`src/rtl/afp_pkg.sv`:
```
package afp_pkg;
   localparam int TAG_W       = 16;
   localparam int SLOT_W      = 20;
   localparam int NUM_SLOTS   = 12;
   localparam int FRAME_BITS  = TAG_W + NUM_SLOTS * SLOT_W;
   localparam int SLOT_LEFT   = 3;
   localparam int SLOT_RIGHT  = 4;
   localparam int SLOT_GPIO   = 12;
   localparam int TAG_READY   = TAG_W - 1;
   localparam int TAG_LEFT    = TAG_W - 1 - SLOT_LEFT;
   localparam int TAG_RIGHT   = TAG_W - 1 - SLOT_RIGHT;
   localparam int TAG_GPIO    = TAG_W - 1 - SLOT_GPIO;
   localparam int BIT_IDX_W   = $clog2(SLOT_W);
   localparam int TAG_IDX_W   = $clog2(TAG_W);
   localparam int SLOT_IDX_W  = $clog2(NUM_SLOTS + 1);

   typedef struct packed {
      logic [TAG_W-1:0]  tag;
      logic [SLOT_W-1:0] left;
      logic [SLOT_W-1:0] right;
      logic [SLOT_W-1:0] gpio;
   } frame_t;
endpackage

```
`src/rtl/afp_frame_counter.sv`:
```
module afp_frame_counter
   import afp_pkg::*;
(
   input  logic                  clk,
   input  logic                  rst_n,
   input  logic                  start,
   output logic                  active,
   output logic [SLOT_IDX_W-1:0] slot_idx,
   output logic [BIT_IDX_W-1:0]  bit_idx
);
   localparam logic [SLOT_IDX_W-1:0] LAST_SLOT = SLOT_IDX_W'(NUM_SLOTS);
   localparam logic [BIT_IDX_W-1:0]  TAG_TOP   = BIT_IDX_W'(TAG_W - 1);
   localparam logic [BIT_IDX_W-1:0]  SLOT_TOP  = BIT_IDX_W'(SLOT_W - 1);

   always_ff @(posedge clk) begin
      if (!rst_n) begin
         active   <= 1'b0;
         slot_idx <= '0;
         bit_idx  <= '0;
      end else if (start) begin
         active   <= 1'b1;
         slot_idx <= '0;
         bit_idx  <= TAG_TOP;
      end else if (active) begin
         if (bit_idx == '0) begin
            if (slot_idx == LAST_SLOT) begin
               active <= 1'b0;
            end else begin
               slot_idx <= slot_idx + 1'b1;
               bit_idx  <= SLOT_TOP;
            end
         end else begin
            bit_idx <= bit_idx - 1'b1;
         end
      end
   end
endmodule

```
`src/rtl/afp_sample_hold.sv`:
```
module afp_sample_hold
   import afp_pkg::*;
#(
   parameter int RES = 18
) (
   input  logic              clk,
   input  logic              rst_n,
   input  logic              capture,
   input  logic              consume,
   input  logic [RES-1:0]    in_left,
   input  logic [RES-1:0]    in_right,
   output logic [SLOT_W-1:0] slot_left,
   output logic [SLOT_W-1:0] slot_right,
   output logic              fresh
);
   localparam int PAD_W = SLOT_W - RES;

   logic [RES-1:0] hold_l, hold_r;

   always_ff @(posedge clk) begin
      if (!rst_n) begin
         hold_l <= '0;
         hold_r <= '0;
         fresh  <= 1'b0;
      end else if (capture) begin
         hold_l <= in_left;
         hold_r <= in_right;
         fresh  <= 1'b1;
      end else if (consume) begin
         fresh  <= 1'b0;
      end
   end

   generate
      if (PAD_W == 0) begin : g_full
         assign slot_left  = hold_l;
         assign slot_right = hold_r;
      end else begin : g_pad
         assign slot_left  = {hold_l, {PAD_W{1'b0}}};
         assign slot_right = {hold_r, {PAD_W{1'b0}}};
      end
   endgenerate
endmodule

```
`src/rtl/afp_bit_select.sv`:
```
module afp_bit_select
   import afp_pkg::*;
(
   input  frame_t                frame,
   input  logic [SLOT_IDX_W-1:0] slot_idx,
   input  logic [BIT_IDX_W-1:0]  bit_idx,
   output logic                  bit_val
);
   localparam logic [SLOT_IDX_W-1:0] S_TAG   = '0;
   localparam logic [SLOT_IDX_W-1:0] S_LEFT  = SLOT_IDX_W'(SLOT_LEFT);
   localparam logic [SLOT_IDX_W-1:0] S_RIGHT = SLOT_IDX_W'(SLOT_RIGHT);
   localparam logic [SLOT_IDX_W-1:0] S_GPIO  = SLOT_IDX_W'(SLOT_GPIO);

   always_comb begin
      bit_val = 1'b0;
      case (slot_idx)
         S_TAG: begin
            if (bit_idx < BIT_IDX_W'(TAG_W))
               bit_val = frame.tag[bit_idx[TAG_IDX_W-1:0]];
         end
         S_LEFT:  bit_val = frame.left[bit_idx];
         S_RIGHT: bit_val = frame.right[bit_idx];
         S_GPIO:  bit_val = frame.gpio[bit_idx];
         default: bit_val = 1'b0;
      endcase
   end
endmodule

```
`src/rtl/afp_input_framer.sv`:
```
module afp_input_framer
   import afp_pkg::*;
#(
   parameter int ADC_RES     = 18,
   parameter int GPIO_W      = 20,
   parameter bit GPIO_TAG_EN = 1'b1
) (
   input  logic               bit_clk,
   input  logic               rst_n,
   input  logic               sync,
   input  logic               codec_ready,
   input  logic               rec_valid,
   input  logic [ADC_RES-1:0] rec_left,
   input  logic [ADC_RES-1:0] rec_right,
   input  logic [GPIO_W-1:0]  gpio_in,
   output logic               sdata_in
);
   localparam int GPIO_PAD = SLOT_W - GPIO_W;

   generate
      if (ADC_RES != 16 && ADC_RES != 18 && ADC_RES != 20) begin : g_bad_res
         $error("afp_input_framer: ADC_RES must be 16, 18 or 20");
      end
      if (GPIO_W < 1 || GPIO_W > SLOT_W) begin : g_bad_gpio
         $error("afp_input_framer: GPIO_W must be 1 to SLOT_W");
      end
   endgenerate

   logic                  sync_q;
   logic                  start;
   logic [SLOT_W-1:0]     held_left, held_right, gpio_slot;
   logic                  held_new;
   logic                  gpio_tag;
   frame_t                frame_nxt, frame_q;
   logic                  frm_active;
   logic [SLOT_IDX_W-1:0] slot_idx;
   logic [BIT_IDX_W-1:0]  bit_idx;
   logic                  sel_bit;
   logic                  sdata_q;

   always_ff @(posedge bit_clk) begin
      if (!rst_n) sync_q <= 1'b0;
      else        sync_q <= sync;
   end
   assign start = sync & ~sync_q;

   afp_sample_hold #(.RES(ADC_RES)) u_hold (
      .clk        (bit_clk),
      .rst_n      (rst_n),
      .capture    (rec_valid),
      .consume    (start),
      .in_left    (rec_left),
      .in_right   (rec_right),
      .slot_left  (held_left),
      .slot_right (held_right),
      .fresh      (held_new)
   );

   generate
      if (GPIO_PAD == 0) begin : g_gpio_full
         assign gpio_slot = gpio_in;
      end else begin : g_gpio_pad
         assign gpio_slot = {gpio_in, {GPIO_PAD{1'b0}}};
      end
      if (GPIO_TAG_EN) begin : g_gpio_tag_on
         assign gpio_tag = 1'b1;
      end else begin : g_gpio_tag_off
         assign gpio_tag = 1'b0;
      end
   endgenerate

   always_comb begin
      frame_nxt                = '0;
      frame_nxt.tag[TAG_READY] = codec_ready;
      frame_nxt.tag[TAG_LEFT]  = held_new;
      frame_nxt.tag[TAG_RIGHT] = held_new;
      frame_nxt.tag[TAG_GPIO]  = gpio_tag;
      frame_nxt.left           = held_new ? held_left  : '0;
      frame_nxt.right          = held_new ? held_right : '0;
      frame_nxt.gpio           = gpio_slot;
   end

   always_ff @(posedge bit_clk) begin
      if (!rst_n)     frame_q <= '0;
      else if (start) frame_q <= frame_nxt;
   end

   afp_frame_counter u_cnt (
      .clk      (bit_clk),
      .rst_n    (rst_n),
      .start    (start),
      .active   (frm_active),
      .slot_idx (slot_idx),
      .bit_idx  (bit_idx)
   );

   afp_bit_select u_sel (
      .frame    (frame_q),
      .slot_idx (slot_idx),
      .bit_idx  (bit_idx),
      .bit_val  (sel_bit)
   );

   always_ff @(posedge bit_clk) begin
      if (!rst_n) sdata_q <= 1'b0;
      else        sdata_q <= frm_active & sel_bit;
   end
   assign sdata_in = sdata_q;
endmodule

```
`config.mk`:
```
export PLATFORM = sky130hd
export DESIGN_NAME = afp_input_framer
export DESIGN_NICKNAME = d
export VERILOG_FILES = /design/src/rtl/afp_pkg.sv /design/src/rtl/afp_frame_counter.sv /design/src/rtl/afp_sample_hold.sv /design/src/rtl/afp_bit_select.sv /design/src/rtl/afp_input_framer.sv
export SDC_FILE = /design/constraint.sdc
export NUM_CORES = 1
export LEC_CHECK = 0
export BUFFER_PORTS_ARGS = -buffer_cell sky130_fd_sc_hd__buf_2
export CAP_MARGIN = 20
export CORE_ASPECT_RATIO = 0.9
export CORE_MARGIN = 5
export CORE_UTILIZATION = 59
export CTS_BUF_LIST = sky130_fd_sc_hd__clkbuf_4
export CTS_CLUSTER_SIZE = 10
export DETAILED_ROUTE_END_ITERATION = 7
export PLACE_DENSITY_LB_ADDON = 0.25
export SYNTH_ARGS = -nofsm -noshare
export SYNTH_HDL_FRONTEND = slang
export SYNTH_SLANG_ARGS = --single-unit
```
`constraint.sdc`:
```
create_clock -name bit_clk -period 2.82 [get_ports bit_clk]
set_clock_uncertainty 0.1 [all_clocks]
set_input_delay 0.141 -clock bit_clk [delete_from_list [all_inputs] [get_ports bit_clk]]
set_output_delay 0.141 -clock bit_clk [all_outputs]
set_load 0.005 [all_outputs]
```
# Yosys cells after proc, flatten, opt, wreduce, memory -nomap -nowiden

Index checks and enable logic that the tools add are counted.

Logic and storage cells: 58
Output and inout bits: 1
Register bits after elaboration: 113

Bitwise logic cells: 5
Multiplexer cells: 22
Equal/unequal tests: 5
Reduce and logical (&&, ||, !) cells: 8
Magnitude comparators: 3
Add/sub/neg operators: 2

Operator list:

| cell                | number |
|---|---|
| $mux 20             | 2 |
| $bmux 1 s5          | 3 |
| $mux 1              | 11 |
| $mux 5              | 2 |
| $mux 4              | 2 |
| $lt 5x6->1 const B  | 1 |
| $logic_not 5->1     | 1 |
| $lt 4x5->1 const B  | 1 |
| $lt 5x5->1 const B  | 1 |
| $sub 5x1->5 const B | 1 |
| $add 4x1->4 const B | 1 |
| $bmux 1 s4          | 1 |
| $eq 4x2->1 const B  | 1 |
| $eq 4x3->1 const B  | 1 |
| $eq 4x4->1 const B  | 1 |
| $logic_not 4->1     | 1 |
| $pmux 1 s4          | 1 |
| $reduce_and 2->1    | 2 |
| $reduce_bool 2->1   | 2 |
| $ne 3x3->1 const B  | 1 |
| $not 1->1           | 3 |
| $reduce_and 3->1    | 1 |
| $and 1x1->1         | 2 |
| $ne 2x2->1 const B  | 1 |
| $reduce_or 2->1     | 1 |

# Logic depth before layout (Yosys ltp)

Depth in word-level cells: 5
Gate-level depth with buffers: 10
Gate-level depth less buffers: 7

# By module

From an unflattened synthesis, not the netlist that was laid out.

Cells, all modules: 526
Area, all modules: 5589.1 um^2

By module, submodules not included:

| module            | area an instance (um^2) | cells an instance | instances |
|---|---|---|---|
| afp_input_framer  | 2839.0                  | 282               | 1 |
| afp_sample_hold   | 1456.4                  | 123               | 1 |
| afp_bit_select    | 748.2                   | 61                | 1 |
| afp_frame_counter | 545.5                   | 60                | 1 |

# Worst setup path after synthesis

OpenSTA, ideal clock, no wires.

Path kind: reg2reg
Start: register u_cnt.bit_idx[1]
End: register u_cnt.bit_idx[2]
Buffers on the path: 2
Stages on the path, launching flop included: 10
Arrival time: 1.950 ns
Required time: 2.600 ns
Period minus slack after synthesis: 2.170 ns
Setup time: 0.120 ns
Slack: 0.650 ns
Cells stage by stage: dfxtp_1 > buf_4 > buf_6 > inv_1 > ha_1 > nor4b_2 > a41oi_1 > nand2_1 > and2_1 > o31a_1

Longest elaborated chain between the ends: 4
Elaborated cells on any way between the ends: 7
Classes of those cells: 1 x add/sub; 1 x eq/ne; 3 x mux; 2 x reduce/logical

Ends and longest elaborated chain:

| element                                        | RTL line                                         | RTL |
|---|---|---|
| from (decl)                                    | afp_frame_counter.sv:9                           | `output logic [BIT_IDX_W-1:0] bit_idx` |
| from (signal assigned)                         | afp_frame_counter.sv:33                          | `bit_idx <= bit_idx - 1'b1;` |
| $sub 5x1->5 or $logic_not 5->1 (tied branches) | afp_frame_counter.sv:33, afp_frame_counter.sv:25 |  |
| $mux 5                                         | afp_frame_counter.sv:25                          | `if (bit_idx == '0) begin` |
| $mux 4                                         | afp_frame_counter.sv:24                          | `end else if (active) begin` |
| $mux 4                                         | afp_frame_counter.sv:20                          | `end else if (start) begin` |

Parallel ways exist; a longest one is shown, timed or not. The select of a mux whose other input is x is not followed.
A chain may end at the register's enable or synchronous reset.

# Final worst setup path

Start: register u_cnt.bit_idx[2]
End: register sdata_q, in the netlist sdata_in

Longest elaborated chain between the ends: 5
Elaborated cells on any way between the ends: 12
Classes of those cells: 1 x order compare; 10 x mux; 1 x bitwise

Ends and longest elaborated chain:

| element                      | RTL line                | RTL |
|---|---|---|
| $bmux 1 s4                   | afp_bit_select.sv:19    | `bit_val = frame.tag[bit_idx[TAG_IDX_W-1:0]];` |
| $mux 1 (not written as such) | afp_bit_select.sv:19    |  |
| $mux 1                       | afp_bit_select.sv:18    | `if (bit_idx < BIT_IDX_W'(TAG_W))` |
| $pmux 1 s4 *                 | afp_bit_select.sv:16    | `case (slot_idx)` |
| $and 1x1->1 *                | afp_input_framer.sv:106 | `else sdata_q <= frm_active & sel_bit;` |
| to (signal assigned)         | afp_input_framer.sv:106 |  |
| to (decl)                    | afp_input_framer.sv:39  | `logic sdata_q;` |

Mark *: on every way between the ends. The rest lies on a longest branch, timed or not. The select of a mux whose other input is x is not followed.

==> flow_summary.json <==
{
  "status": "complete, no violations",
  "hold_depth": 4,
  "ir_worst_vdd_v": 0.000347,
  "multiInputGateArea_mm2": 0.00216,
  "drtIter0Drc": 139,
  "cp_max_fo": 22,
  "synth_top_area_share_pct": 47.4,
  "cts_buffers": 9,
  "overflow": 0,
  "avgSynthCellArea_um2": 10.4,
  "seq_area_frac_synth_pct": 47.4,
  "post-route-drc-count": 0,
  "grt_max_degree": 38,
  "via_per_inst": 5.46,
  "die_area_mm2": 0.00959,
  "yosys_register_bits": 108,
  "r2r-start": "u_cnt.bit_idx[2]",
  "wl_um": 9900,
  "start_kind": "flip-flop",
  "critical_path_class": "reg -> reg",
  "worstRegToRegCells": 6,
  "synth_flop_cell": "dfxtp_1",
  "slew_viol_final": 0,
  "synth_nets": 505,
  "cp.arrival_ns": 2.47,
  "async_flop_share_pct": 0,
  "synthTopCellsByArea": "dfxtp_1 47%, mux2i_1 12%, a22o_1 6.9%",
  "io_buffers": 61,
  "final_antenna_net_count": 0,
  "grt_pass1_wl_um": 16600,
  "cp.required_ns": 3.07,
  "min-delay-start": "gpio_in[10]",
  "ios": 62,
  "leakage_nw": 2.34,
  "synth_largest_area_cell": "dfxtp_1",
  "firstDrtPassIters": 4,
  "max_freq_mhz": 450,
  "num_vias": 3531,
  "cts_tree": "yes",
  "worst_slew_pin_slew_ns": 1.06,
  "rsz0062_at_grt": "no",
  "clk_root_buffer_cell": "clkbuf_4",
  "ys_warn_count": 0,
  "yosysMostFrequentCell": "dfxtp_1",
  "synth_common_cells": "108 x dfxtp_1, 54 x mux2i_1, 51 x nand2_1",
  "cts_max_path_buffers": 2,
  "period_minus_slack_ns": 2.22,
  "h-tree-depth": 3,
  "finish.net_count": 611,
  "max_slew_margin_pct": 29.3,
  "diodes": 0,
  "netlist_instances": 440,
  "cp-end-kind": "flip-flop",
  "core_mm2": 0.00754,
  "antenna_found_initial": 0,
  "die_h_um": 93.4,
  "synth_area_mm2": 0.00456,
  "synth-edff-count": 0,
  "setup_viol": 0,
  "pre_cts_ws_ns": 0.624,
  "cts_sinks": 108,
  "fill_cells": 544,
  "clk_latency_ns": 0.45,
  "crit_start": "u_cnt.bit_idx[2]",
  "register_area_mm2": 0.00216,
  "drv_cap": 0,
  "layout-drive-gt1-share_pct": 17.1,
  "grtUsageTotal_pct": 21.7,
  "power.density_mw_per_mm2": 519,
  "grt_pass1_vias": 3530,
  "min_path_type": "in -> reg",
  "hold_viol_final": 0,
  "finalCritPeriodShare_pct": 78.8,
  "fp-row-count": 30,
  "syn_to_final_growth_pct": 24.0,
  "die_w_um": 103,
  "dpl.hpwl_um": 6210,
  "gp_congestion": 0.876,
  "wl_per_cell_um": 15.3,
  "setup_ws_ns": 0.597,
  "initial_core_util_pct": 60.4,
  "path_clk_slew_ns": 0.17,
  "timing.setup.tns_ns": 0,
  "synthDistinctLibCells": 50
}
critical path, stage by stage, from the launching register on:
cell	delay (ns)
dfxtp_1	0.53
buf_12	0.22
mux2i_1	0.24
o22ai_1	0.09
nor4_1	0.31
a2111oi_0	0.12
or4_1	0.51
kinds of logic after synthesis:
| kind of cell | Yosys count | share of synthesized area (%) |
|---|---|---|
| AND/OR/NAND/NOR | 134 | 15.6 |
| flip-flops | 108 | 47.4 |
| AO/OA/AOI/OAI | 88 | 15.5 |
| multiplexers | 60 | 14.7 |
| buffers and inverters | 43 | 5.13 |
| adder cells (fa/ha/maj) | 4 | 1.10 |
| XOR/XNOR | 3 | 0.576 |
registers in the layout, summed over array words and instances, names as in the netlist:
signal / flops
u_cnt.active: 1
u_hold.fresh: 1
u_hold.hold_r: 18
sdata_in: 1
frame_q: 59
sync_q: 1
u_cnt.bit_idx: 5
u_hold.hold_l: 18
u_cnt.slot_idx: 4
routing by layer:
metal,GRT usage [%],wire length (µm),vias up
met5,0,0,-
met4,6.12,72,0
met3,4.92,412,10
met2,34.8,4760,82
met1,29.2,4650,1663
li1,-,-,1776
cell usage in the layout (no fill, tap or decap), types with 4 or more instances in the layout:
master,instances
o22ai_1,7
dfxtp_1,108
nand2_1,51
mux2i_1,54
a22o_1,36
dlygate4sd3_1,61
inv_1,6
nor2b_1,41
clkbuf_4,9
buf_4,9
nor3_1,4
a21oi_1,4
ha_1,4
buf_2,61
nor2_1,8
a21boi_0,23
layout make-up:
| type | instances | area share, % |
|---|---|---|
| multi-input combinational | 289 | 38.3 |
| sequential | 108 | 38.2 |
| timing repair buffer | 132 | 17.7 |
| tap | 96 | 2.12 |
| clock inverter | 7 | 2.06 |
| clock buffer | 9 | 1.19 |
| inverter | 6 | 0.398 |
path summary, 6_finish.rpt:
kind                      end  slack [ns]
hold reg to reg    frame_q[3]        0.38
hold / removal    frame_q[10]        0.36
setup reg to reg     sdata_in        0.60
setup / recovery     sdata_in        0.60
what timing repair did:
action / 4_1_cts / 5_1_grt
hold buffers: 61 / 0
buffers inserted: 0 / 0
endpoints found under the hold margin: 61 / 0
resized for setup: 0 / 0
report_power, final:
| group | internal, mW | leakage (nW) | switching [mW] |
|---|---|---|---|
| registers | 1.59 | 0.884 | 0.0524 |
| clock network | 0.384 | 0.0973 | 0.526 |
| logic | 0.211 | 1.36 | 0.171 |
metrics by stage:
stage	hold slack, ns	power, mW	instances	utilization (%)	instance area, µm²
2_1_floorplan	0.163	1.90	440	-	4560
3_3_place_gp	0.269	1.98	570	64.4	4860
3_5_place_dp	0.276	1.99	570	64.4	4860
4_1_cts	0.319	2.96	647	75.0	5660
5_1_grt	0.346	3.07	647	75.0	5660
6_report	0.358	2.94	647	75.0	5660
Power figures use the tool's default switching activity.
